`src/rtl/wdog_pkg.sv`:
```
package wdog_pkg;
    localparam int CFG_W  = 8;
    localparam int MULT_W = 5;
    localparam int RES_W  = 2;
    localparam int DIV    = 4;
    localparam int SUB_W  = $clog2(DIV);

    typedef struct packed {
        logic              steer;
        logic [MULT_W-1:0] mult;
        logic [RES_W-1:0]  res;
    } cfg_t;
endpackage

```
`src/rtl/wdog_unit_gen.sv`:
```
module wdog_unit_gen
    import wdog_pkg::*;
(
    input  logic             clk,
    input  logic             rst_n,
    input  logic             restart,
    input  logic [RES_W-1:0] res,
    input  logic             tick16,
    input  logic             tick1,
    output logic             unit_o
);
    logic [SUB_W-1:0] sub_d, sub_q;
    logic             base;
    logic             div_on;

    always_comb begin
        base   = res[1] ? tick1 : tick16;
        div_on = res[0];
        sub_d  = sub_q;
        unit_o = 1'b0;
        if (restart) begin
            sub_d = '0;
        end else if (base) begin
            if (!div_on) begin
                unit_o = 1'b1;
            end else if (sub_q == SUB_W'(DIV - 1)) begin
                unit_o = 1'b1;
                sub_d  = '0;
            end else begin
                sub_d = sub_q + 1'b1;
            end
        end
    end

    always_ff @(posedge clk) begin
        if (!rst_n) sub_q <= '0;
        else        sub_q <= sub_d;
    end
endmodule

```
`src/rtl/wdog_pulse_gen.sv`:
```
module wdog_pulse_gen #(
    parameter int PULSE_LEN = 16
) (
    input  logic clk,
    input  logic rst_n,
    input  logic start,
    output logic pulse_o
);
    localparam int PW = $clog2(PULSE_LEN + 1);
    logic [PW-1:0] cnt_d, cnt_q;

    always_comb begin
        cnt_d = cnt_q;
        if (start)               cnt_d = PW'(PULSE_LEN);
        else if (cnt_q != '0)    cnt_d = cnt_q - 1'b1;
    end

    always_ff @(posedge clk) begin
        if (!rst_n) cnt_q <= '0;
        else        cnt_q <= cnt_d;
    end

    assign pulse_o = (cnt_q != '0);
endmodule

```
`src/rtl/wdog_steer_top.sv`:
```
module wdog_steer_top
    import wdog_pkg::*;
#(
    parameter int PULSE_LEN = 16
) (
    input  logic             clk,
    input  logic             rst_n,
    input  logic             tick16,
    input  logic             tick1,
    input  logic             wr_en,
    input  logic [CFG_W-1:0] wr_data,
    input  logic             flag_rd,
    input  logic             pwr_fail,
    output logic [CFG_W-1:0] cfg_o,
    output logic             irq_o,
    output logic             rst_pulse_o,
    output logic             flag_o
);
    typedef struct packed {
        cfg_t              cfg;
        logic [MULT_W-1:0] cnt;
        logic              irq;
        logic              flag;
    } st_t;

    st_t  st_d, st_q;
    logic restart;
    logic unit;
    logic expire;
    logic start_pulse;

    wdog_unit_gen u_unit (
        .clk    (clk),
        .rst_n  (rst_n),
        .restart(restart),
        .res    (st_q.cfg.res),
        .tick16 (tick16),
        .tick1  (tick1),
        .unit_o (unit)
    );

    wdog_pulse_gen #(.PULSE_LEN(PULSE_LEN)) u_pulse (
        .clk    (clk),
        .rst_n  (rst_n),
        .start  (start_pulse),
        .pulse_o(rst_pulse_o)
    );

    always_comb begin
        restart     = wr_en | pwr_fail | (st_q.cfg.mult == '0);
        expire      = !restart && unit && (st_q.cnt == st_q.cfg.mult - 1'b1);
        start_pulse = expire && st_q.cfg.steer;
        st_d        = st_q;

        if (pwr_fail) begin
            st_d.cfg = '0;
            st_d.cnt = '0;
            st_d.irq = 1'b0;
        end else if (wr_en) begin
            st_d.cfg = cfg_t'(wr_data);
            st_d.cnt = '0;
            st_d.irq = 1'b0;
        end else if (st_q.cfg.mult == '0) begin
            st_d.cnt = '0;
        end else if (expire) begin
            st_d.cnt = '0;
            if (st_q.cfg.steer) st_d.cfg = '0;
            else                st_d.irq = 1'b1;
        end else if (unit) begin
            st_d.cnt = st_q.cnt + 1'b1;
        end

        if (expire)       st_d.flag = 1'b1;
        else if (flag_rd) st_d.flag = 1'b0;
    end

    always_ff @(posedge clk) begin
        if (!rst_n) st_q <= '0;
        else        st_q <= st_d;
    end

    assign cfg_o  = st_q.cfg;
    assign irq_o  = st_q.irq;
    assign flag_o = st_q.flag;
endmodule

```
`config.mk`:
```
export PLATFORM = sky130hd
export DESIGN_NAME = wdog_steer_top
export DESIGN_NICKNAME = d
export VERILOG_FILES = /design/src/rtl/wdog_pkg.sv /design/src/rtl/wdog_unit_gen.sv /design/src/rtl/wdog_pulse_gen.sv /design/src/rtl/wdog_steer_top.sv
export SDC_FILE = /design/constraint.sdc
export NUM_CORES = 1
export LEC_CHECK = 0
export BUFFER_PORTS_ARGS = -buffer_cell sky130_fd_sc_hd__buf_4
export CAP_MARGIN = 20
export CELL_PAD_IN_SITES_DETAIL_PLACEMENT = 1
export CELL_PAD_IN_SITES_GLOBAL_PLACEMENT = 2
export CORE_MARGIN = 5
export CORE_UTILIZATION = 28
export DETAILED_ROUTE_END_ITERATION = 8
export PLACE_DENSITY_LB_ADDON = 0.1
export SYNTH_ARGS = -nofsm -noshare
export SYNTH_HDL_FRONTEND = slang
export SYNTH_HIERARCHICAL = 1
export SYNTH_SLANG_ARGS = --single-unit
```
`constraint.sdc`:
```
create_clock -name clk -period 2.7 [get_ports clk]
set_clock_uncertainty 0.15 [all_clocks]
set_input_delay 0.54 -clock clk [delete_from_list [all_inputs] [get_ports clk]]
set_output_delay 0.54 -clock clk [all_outputs]
set_load 0.01 [all_outputs]
```
==> results of run 1 <==
==> cell usage in the layout (no fill, tap or decap) <==
cell type and n:
mux2i_1 3, nor2b_1 2, clkbuf_8 4, nand4_1 2
dfxtp_1 21, or4_1 1, nand2_1 21, buf_4 32
dfxtp_2 1, a221o_1 1, o21ba_1 1, nand2b_1 3
nor2_1 10, a211oi_2 1, a21boi_1 2, o21a_1 2
or4b_4 1, nor3_1 9, inv_1 6, and2_1 1
a22o_1 1, o21ai_0 9, or4b_2 1, ha_1 4
nand3_1 3, xnor2_1 7, a2111oi_4 2, nand3_2 1
nor3b_1 1, xor2_1 6
==> path summary, 6_finish.rpt <==
path              startpoint               end  slack [ns]  cells after the start
max                 cfg_o[3]  u_pulse/cnt_q[3]        0.21                     10
min reg2reg  u_unit/sub_q[1]   u_unit/sub_q[1]        0.32                      2
min          u_unit/sub_q[1]   u_unit/sub_q[1]        0.32                      2
max reg2reg         cfg_o[3]  u_pulse/cnt_q[3]        0.21                     10
==> through the flow <==
stage / hold slack (ns) / total power (W) / area, um2 / worst slack [ns] / utilization, %
3_5_place_dp: 0.3116 / 0.0006519 / 1401 / 0.1566 / 34.54
2_1_floorplan: 0.2885 / 0.0006006 / 1186 / 0.03574 / -
5_1_grt: 0.3198 / 0.0009408 / 1463 / 0.0002782 / 36.05
6_report: 0.3198 / 0.0008753 / 1463 / 0.2091 / 36.05
4_1_cts: 0.3162 / 0.0008949 / 1456 / 0.1340 / 35.89
3_3_place_gp: 0.3007 / 0.0006430 / 1401 / 0.2207 / 34.54
==> sequential cells by signal, indices dropped and copies added, names as in the netlist <==
register       count
u_unit/sub_q       2
irq_o              1
flag_o             1
cfg_o              8
u_pulse/cnt_q      5
st_q               5
==> synthesized netlist by cell type, types with 2 or more instances <==
master and n:
buf_4 8, dfxtp_1 22, nor3_1 9, nand4_1 2, nor2_1 10, buf_6 2, nand3_1 4, o21a_1 2
mux2i_1 3, inv_1 6, a21boi_1 2, ha_1 4, nor2b_1 2, a2111oi_4 2, o21ai_0 9, xor2_1 6
xnor2_1 7, nand2_1 21, nand2b_1 3
==> where the power goes <==
group,internal [W],switching (W),leakage (nW)
clock,0.000130,0.000107,0.0288
sequential,0.000357,0.0000303,0.179
combinational,0.000133,0.000118,0.368
==> what timing repair did <==
action | CTS | global route
hold endpoints to repair | 0 | 0
setup endpoints to repair | 0 | 2
resized for setup | 0 | 2
buffers inserted | 0 | 0
==> kinds of logic after synthesis <==
group | share of synthesized area (%)
compound gates | 14.47
xor+xnor | 9.609
fa+ha+maj | 4.224
buf+inv | 9.187
flops | 37.17
mux | 2.534
simple gates | 22.81
==> per-layer routing <==
metal	share of wire, %	global-route usage [%]
met3	5.0	3.204
met1	49	14.06
met5	0	0
met2	45	17.50
met4	0.74	2.372
==> critical path, delay by kind of cell, from the launching register on <==
family | cells | cell delay, ns
DFF | 1 | 0.39
AOI/OAI and AO/OA | 3 | 0.92
adders and majority gates | 1 | 0.19
and+or+nand+nor | 4 | 0.52
buffers and inverters | 2 | 0.21
==> area by class of cell <==
| type | instances | area (um2) | area share (%) |
|---|---|---|---|
| multi-input combinational | 95 | 640.6 | 43.80 |
| sequential | 22 | 441.7 | 30.20 |
| tap | 50 | 62.56 | 4.277 |
| timing repair buffer | 32 | 240.2 | 16.42 |
| inverter | 6 | 22.52 | 1.540 |
| clock buffer | 4 | 55.05 | 3.764 |
==> results.py, run 1 <==
metrics = {
    "run_status": {
        "outcome": "finished clean",
    },
    "worst_setup_path": {
        "path_cells": "inv_1 -> ha_1 -> buf_4 -> o21ba_1 -> a221o_1 -> a2111oi_4 -> and2_1 -> nand2b_1 -> nand2b_1 -> nor2_1",
        "worstPathArrival_ns": 2.49,
        "crit_path_max_fanout": 4,
        "crit_path_start_kind": "flop",
        "max_stage_delay_ns": 0.43,
        "cp-end-kind": "flop",
        "cp.required_ns": 2.70,
        "cp_slowest_cell": "a221o_1",
        "crit_path_frequent_cell": "nand2b_1",
        "path_class": "reg2reg",
    },
    "layout": {
        "layout.cells.non_filler": 209,
        "diodes": 0,
        "fill_cells": 490,
        "drive_above_1_share_pct": 27.04,
        "syn_to_final_growth_pct": 23.44,
        "num-nets-final": 179,
    },
    "pwr": {
        "powerDensity_nw_per_um2": 598.4,
        "leakage_nw": 0.5758,
        "peakVddDrop_v": 0.0002006,
    },
    "synth": {
        "avgSynthCellArea_um2": 8.842,
        "syn_inst": 134,
        "synthTopCellsByArea": "dfxtp_1, nand2_1, xnor2_1",
        "ys_seq_elements": 22,
        "ys_types": 29,
        "syn-cell-area_um2": 1185,
        "ys_seq_area_share_pct": 37.17,
        "syn-num-nets": 153,
        "synthFlopType": "dfxtp_1",
        "synth_edf_count": 0,
        "netlist.area_leader.share_pct": 37.17,
        "synth_top_cell_by_area": "dfxtp_1",
        "async_flop_share_pct": 0,
        "ys_warn_count": 6,
    },
    "floorplanning": {
        "die_area_um2": 5633,
        "fp.coreArea_um2": 4058,
        "io_pins": 26,
        "die_w_um": 75.05,
        "start_util_pct": 29.20,
        "die_y_um": 75.05,
        "row_count": 23,
    },
    "worst_hold_path": {
        "hp-class": "reg2reg",
    },
    "clock_tree": {
        "cts_buffers": 3,
        "clock-sinks": 22,
        "clk_pin_slew_worst_paths_ns": 0.08,
        "cts_tree": "built",
        "hold_buffers": 0,
        "cts_max_path_buffers": 2,
        "clock_latency_ns": 0.26,
        "cts_htree_levels": 1,
        "cts_root_buf": "clkbuf_8",
    },
    "route": {
        "drt_iter0_markers": 13,
        "wl_per_cell_um": 13.02,
        "vias_per_cell": 4.651,
        "dr.pass1.iters": 2,
        "drtAntennaViolNets": 0,
        "drc": 0,
        "wirelength_um": 2721,
        "vias": 972,
    },
    "grt": {
        "grt_pass1_vias": 1023,
        "antenna_found_initial": 0,
        "grt_max_degree": 13,
        "track_usage_pct": 10.76,
        "grt_overflow": 0,
        "grt_pass1_wl_um": 4733,
    },
    "placed_design": {
        "dpl.hpwl_um": 2267,
        "gp_congestion": 0.7130,
        "dp.cells": 205,
        "io_buffers": 25,
    },
    "timing": {
        "relSlewSlack_pct": 65.63,
        "clock.fmax_ghz": 0.4015,
        "finalMaxSlewViolations": 0,
        "rsz0062_at_grt": "false",
        "fin_tns_setup_ns": 0,
        "setup_viol": 0,
        "worst_pin_slew_ns": 0.5136,
        "hold_viol_final": 0,
        "layout_min_cycle_time_ns": 2.491,
        "finalCritPeriodShare_pct": 92.26,
    },
    "run": {
        "cap_violations": 0,
    },
}
(Power assumes the default switching activity.)
==> run 2, diff against run 1 <==
--- a/config.mk
+++ b/config.mk
@@ -5,13 +5,13 @@
 export SDC_FILE = /design/constraint.sdc
 export NUM_CORES = 1
 export LEC_CHECK = 0
-export BUFFER_PORTS_ARGS = -buffer_cell sky130_fd_sc_hd__buf_4
 export CAP_MARGIN = 20
 export CELL_PAD_IN_SITES_DETAIL_PLACEMENT = 1
 export CELL_PAD_IN_SITES_GLOBAL_PLACEMENT = 2
 export CORE_MARGIN = 5
-export CORE_UTILIZATION = 28
+export CORE_UTILIZATION = 33
 export DETAILED_ROUTE_END_ITERATION = 8
+export DONT_BUFFER_PORTS = 1
 export PLACE_DENSITY_LB_ADDON = 0.1
 export SYNTH_ARGS = -nofsm -noshare
 export SYNTH_HDL_FRONTEND = slang
==> run 2 against run 1 <==
Net effect:
- clock power fell by 38%
- sequential cell count did not move
- register-to-register slack improved by 0.03 ns
- critical path depth rose by 1
- non-clock buffer count fell by 22
- total power fell by 14%
- die area fell by 13%
- via count fell by 7.9%
- sequential power barely moved
- utilization rose by 0.99 points
- setup slack improved by 0.030 ns
- cell count fell by 13%
- critical path type unchanged
- largest power group unchanged
==> results.py, run 2 (synthesis gave the netlist of run 1 again) <==
metrics = {
    "run_status": {
        "outcome": "finished clean",
    },
    "worst_hold_path": {
        "hp-start": "wr_data[0]",
        "hp-class": "in2reg",
        "whs_endpoint": "cfg_o[0]",
        "min_path_cells": 2,
    },
    "timing": {
        "setup_viol": 0,
        "fin_tns_setup_ns": 0,
        "clock.fmax_ghz": 0.4064,
        "layout_min_cycle_time_ns": 2.461,
        "worst_pin_slew_ns": 0.4704,
        "finalMaxSlewViolations": 0,
        "hold_viol_final": 0,
        "relSlewSlack_pct": 67.74,
        "rsz0062_at_grt": "false",
        "finalCritPeriodShare_pct": 91.14,
    },
    "clock_tree": {
        "cts_root_buf": "clkbuf_4",
        "postCtsSetupBuffers": 0,
        "cts_max_path_buffers": 2,
        "cts_buffers": 3,
        "clock-sinks": 22,
        "hold_buffers": 0,
        "clock_latency_ns": 0.30,
        "cts_htree_levels": 1,
        "cts_tree": "built",
        "clk_pin_slew_worst_paths_ns": 0.12,
    },
    "layout": {
        "fill_cells": 419,
        "num-nets-final": 157,
        "final_cell_mix": "dfxtp_1, nand2_1, nor2_1, buf_4, o21ai_0",
        "fin_util_pct": 37.03,
        "multiInputGateArea_um2": 646.9,
        "layout_commonest_cell": "dfxtp_1",
        "largest_reg_flops": 8,
        "seqCellArea_um2": 440.4,
        "syn_to_final_growth_pct": 6.758,
        "layout.cells.non_filler": 182,
        "diodes": 0,
        "drive_above_1_share_pct": 13.97,
    },
    "route": {
        "vias": 895,
        "wirelength_um": 2527,
        "wl_per_cell_um": 13.88,
        "drt_iter0_markers": 26,
        "drtAntennaViolNets": 0,
        "route.met3.wl_um": 120,
        "drc": 0,
        "drt-met1-wl_um": 1226,
        "route.met2.wl_um": 1162,
        "top_layer_used": "met4",
        "vias_per_cell": 4.918,
        "dr.pass1.iters": 4,
    },
    "worst_setup_path": {
        "path_cells": "inv_1 -> ha_1 -> or4b_2 -> nand2_1 -> nor3_4 -> nand3_1 -> a2111oi_4 -> and2_1 -> nand2b_1 -> nand2b_1 -> nor2_1",
        "ff2ff_setup_slack_ns": 0.24,
        "crit_path_frequent_cell": "nand2b_1",
        "r2r_start": "cfg_o[2]",
        "crit_path_start_kind": "flop",
        "max_stage_delay_ns": 0.35,
        "cp.required_ns": 2.76,
        "worstPathArrival_ns": 2.52,
        "path_class": "reg2reg",
        "r2r_cells": 11,
        "r2r-end": "u_pulse/cnt_q[2]",
        "cp-end-kind": "flop",
        "cp_slowest_cell": "dfxtp_1",
        "crit_path_max_fanout": 6,
    },
    "floorplanning": {
        "die_y_um": 69.92,
        "die_area_um2": 4889,
        "start_util_pct": 34.69,
        "row_count": 21,
        "die_w_um": 69.92,
        "io_pins": 26,
        "fp.coreArea_um2": 3416,
    },
    "grt": {
        "grt_pass1_vias": 950,
        "grt_pass1_wl_um": 4416,
        "grt_overflow": 0,
        "antenna_found_initial": 0,
        "grt_max_degree": 12,
        "track_usage_pct": 11.13,
    },
    "placed_design": {
        "io_buffers": 0,
        "dpl.hpwl_um": 2128,
        "dp.cells": 179,
        "gp_congestion": 0.7382,
    },
    "pwr": {
        "leakage_nw": 0.4528,
        "total_power_w": 0.0007523,
        "powerDensity_nw_per_um2": 594.7,
        "peakVddDrop_v": 0.0001668,
    },
    "run": {
        "cap_violations": 0,
    },
}
run 2: changes by cell type in the layout (fill, tap and decap cells not counted):
cell / previous run / this run
nand3_2: 1 / 0
clkbuf_8: 4 / 0
dfxtp_1: 21 / 22
clkbuf_4: 0 / 3
dfxtp_2: 1 / 0
nor3_4: 0 / 1
nand3_1: 3 / 4
buf_4: 32 / 10
nor3_1: 9 / 8
run 2: report_power, final:
part           switching [W]  leakage (nW)  internal, W  total [W]
clock network      0.0000956        0.0138    0.0000521   0.000148
logic               0.000113         0.260     0.000106   0.000219
registers          0.0000288         0.179     0.000357   0.000386
run 2: per-layer routing:
layer / vias up / track usage (%)
met5: - / 0
met4: 0 / 5.106
met3: 2 / 2.869
met2: 17 / 17.21
met1: 422 / 14.43
li1: 454 / -
run 2: stage by stage:
stage | setup slack, ns | cell area (um2) | hold WS [ns]
2_1_floorplan | 0.03574 | 1186 | 0.2885
4_1_cts | 0.08553 | 1259 | 0.1740
5_1_grt | 0.02673 | 1265 | 0.1675
6_report | 0.2393 | 1265 | 0.1889
3_3_place_gp | -0.05935 | 1231 | 0.2986
3_5_place_dp | -0.2154 | 1231 | 0.3191
run 2: repair_timing:
item	CTS	global route
gates resized for setup	1	1
gates cloned	0	0
endpoints found under the setup margin	11	7
run 2: layout make-up:
type,instances,share of cell area (%)
clock buffers,3,1.780
inverters,6,1.780
multi-input cells,95,51.14
flip-flops and latches,22,34.82
well taps,46,4.550
repair buffers,10,5.935
run 2: worst max-delay path by stage:
stage                  start                to  slack (ns)  depth (start not counted)
global route        cfg_o[2]  u_pulse/cnt_q[2]        0.03                         11
floorplan           cfg_o[2]  u_pulse/cnt_q[3]        0.04                         12
detailed placement  cfg_o[2]  u_pulse/cnt_q[2]       -0.22                         11
finish              cfg_o[2]  u_pulse/cnt_q[2]        0.24                         11
global placement    cfg_o[2]  u_pulse/cnt_q[3]       -0.06                         11
CTS                 cfg_o[2]  u_pulse/cnt_q[2]        0.09                         11
run 2: critical path: cells and delay by family (launching register included):
| kind | cells | cell delay [ns] |
|---|---|---|
| flip-flops | 1 | 0.35 |
| buffers and inverters | 1 | 0.05 |
| adder cells (fa/ha/maj) | 1 | 0.19 |
| AO/OA/AOI/OAI | 1 | 0.25 |
| AND/OR/NAND/NOR | 8 | 1.37 |
==> run 3, diff against run 2 <==
--- a/config.mk
+++ b/config.mk
@@ -12,7 +12,7 @@
 export CORE_UTILIZATION = 33
 export DETAILED_ROUTE_END_ITERATION = 8
 export DONT_BUFFER_PORTS = 1
-export PLACE_DENSITY_LB_ADDON = 0.1
+export PLACE_DENSITY_LB_ADDON = 0.25
 export SYNTH_ARGS = -nofsm -noshare
 export SYNTH_HDL_FRONTEND = slang
 export SYNTH_HIERARCHICAL = 1
==> run 3 against run 2 <==
Net effect:
- critical path depth decreased by 1
- global-route usage decreased by 0.38 points
- sequential share of layout area decreased by 0.51 points
- clock-buffer cell count is 1 higher
- highest routed layer unchanged
- clock power grew 23%
- sequential cell count unchanged
- combinational power is essentially flat
- critical path type unchanged
==> results.py, run 3 (synthesis gave the netlist of run 1 again) <==
metrics = {
    "run_status": {
        "outcome": "finished clean",
    },
    "timing": {
        "rsz0062_at_grt": "false",
        "setup_ws_ns": 0.2365,
        "fin_hold_ws_ns": 0.1903,
        "finalCritPeriodShare_pct": 91.24,
        "layout_min_cycle_time_ns": 2.463,
        "setup_viol": 0,
        "hold_viol_final": 0,
        "finalMaxSlewViolations": 0,
        "fin_tns_setup_ns": 0,
        "relSlewSlack_pct": 63.20,
        "worst_pin_slew_ns": 0.5500,
        "clock.fmax_ghz": 0.4059,
    },
    "grt": {
        "grt_overflow": 0,
        "antenna_found_initial": 0,
        "grt_pass1_wl_um": 4347,
        "grt_max_degree": 13,
        "grt_pass1_vias": 936,
        "track_usage_pct": 10.75,
    },
    "clock_tree": {
        "cts_max_path_buffers": 2,
        "clock-sinks": 22,
        "postCtsSetupBuffers": 0,
        "cts_buffers": 3,
        "hold_buffers": 0,
        "cts_htree_levels": 1,
        "clock_latency_ns": 0.30,
        "clk_pin_slew_worst_paths_ns": 0.12,
        "cts_tree": "built",
        "cts_root_buf": "clkbuf_4",
    },
    "layout": {
        "stdcell_area_um2": 1284,
        "layout_commonest_cell": "dfxtp_1",
        "largest_reg_flops": 8,
        "syn_to_final_growth_pct": 8.342,
        "multiInputGateArea_um2": 651.9,
        "final_cell_mix": "dfxtp_1, nand2_1, nor2_1, buf_4, o21ai_0",
        "drive_above_1_share_pct": 15.33,
        "num-nets-final": 157,
        "diodes": 0,
        "seqCellArea_um2": 440.4,
        "fill_cells": 412,
    },
    "floorplanning": {
        "fp.coreArea_um2": 3416,
        "die_w_um": 69.92,
        "start_util_pct": 34.69,
        "io_pins": 26,
        "die_area_um2": 4889,
        "die_y_um": 69.92,
        "row_count": 21,
    },
    "worst_setup_path": {
        "max_stage_delay_ns": 0.43,
        "cp.required_ns": 2.76,
        "cp-end-kind": "flop",
        "crit_path_max_fanout": 4,
        "r2r_cells": 10,
        "worstPathArrival_ns": 2.52,
        "ff2ff_setup_slack_ns": 0.24,
        "path_cells": "inv_1 -> ha_1 -> buf_4 -> o21ba_1 -> a221o_1 -> a2111oi_4 -> and2_1 -> nand2b_1 -> nand2b_1 -> nor2_1",
        "crit_path_frequent_cell": "nand2b_1",
        "cp_slowest_cell": "a221o_1",
        "crit_path_start_kind": "flop",
        "path_class": "reg2reg",
        "r2r-end": "u_pulse/cnt_q[2]",
        "r2r_start": "cfg_o[2]",
    },
    "pwr": {
        "seqPwrFrac_pct": 49.1,
        "p_clk_share_pct": 23.1,
        "p_sw_w": 0.0002412,
        "leakage_nw": 0.4584,
        "p_comb_share_pct": 27.8,
        "total_power_w": 0.0007862,
        "peakVddDrop_v": 0.0001975,
        "powerDensity_nw_per_um2": 612.4,
        "p_int_w": 0.0005450,
        "p_sw_share_pct": 30.68,
    },
    "route": {
        "top_layer_used": "met4",
        "vias_per_cell": 4.781,
        "dr.pass1.iters": 3,
        "route.met3.wl_um": 100,
        "vias": 875,
        "drtAntennaViolNets": 0,
        "drt_iter0_markers": 24,
        "wirelength_um": 2423,
        "drt-met1-wl_um": 1212,
        "wl_per_cell_um": 13.24,
        "route.met2.wl_um": 1094,
        "drc": 0,
    },
    "placed_design": {
        "dpl_cell_area_um2": 1231,
        "gp_congestion": 0.7124,
        "dpl.hpwl_um": 2013,
        "dp_slack_ns": -0.2773,
        "io_buffers": 0,
    },
    "worst_hold_path": {
        "hp-class": "in2reg",
        "min_path_cells": 2,
        "hp-start": "wr_data[3]",
        "whs_endpoint": "cfg_o[3]",
    },
    "run": {
        "cap_violations": 0,
    },
}
## run 3: power by group through the flow
| stage | combinational (W) | clock [W] | sequential [W] |
|---|---|---|---|
| 2_1_floorplan | 0.000213 | 0 | 0.000388 |
| 3_3_place_gp | 0.000216 | 0 | 0.000392 |
| 3_5_place_dp | 0.000220 | 0 | 0.000395 |
| 4_1_cts | 0.000222 | 0.000192 | 0.000387 |
| 5_1_grt | 0.000248 | 0.000203 | 0.000392 |
| 6_report | 0.000219 | 0.000182 | 0.000386 |
## run 3: stage by stage
step	cells	util (%)
after detailed placement	179	36.04
after global placement	179	36.04
after CTS	183	37.25
after global routing	183	37.58
final	183	37.58
after floorplan	134	-
## run 3: cell type report
class                   instances  share of cell area [%]
multi-input cells              95                   50.78
flip-flops and latches         22                   34.31
repair buffers                 10                   5.848
well taps                      46                   4.483
clock buffers                   4                   2.827
inverters                       6                   1.754
## run 3: how the worst max path moves through the flow
stage / start / end / cells after the start
floorplan: cfg_o[2] / u_pulse/cnt_q[3] / 12
global placement: cfg_o[2] / u_pulse/cnt_q[3] / 11
detailed placement: cfg_o[2] / u_pulse/cnt_q[2] / 11
CTS: cfg_o[2] / u_pulse/cnt_q[2] / 11
global route: cfg_o[2] / u_pulse/cnt_q[3] / 10
finish: cfg_o[2] / u_pulse/cnt_q[2] / 10
## run 3: worst max-delay path, delay by kind of cell, from the launching register on
family / cells / cell delay, ns
fa+ha+maj: 1 / 0.19
compound gates: 3 / 0.94
flops: 1 / 0.35
buf+inv: 2 / 0.20
simple gates: 4 / 0.54
## run 3: repair_timing
item | CTS | global route
resized for setup | 1 | 2
pin swaps | 0 | 1
setup endpoints to repair | 20 | 11
## run 3: routing by layer
| layer | GRT usage, % | up-vias |
|---|---|---|
| li1 | - | 452 |
| met1 | 14.26 | 410 |
| met2 | 17.42 | 11 |
| met3 | 2.296 | 2 |
| met4 | 3.191 | 0 |
| met5 | 0 | - |
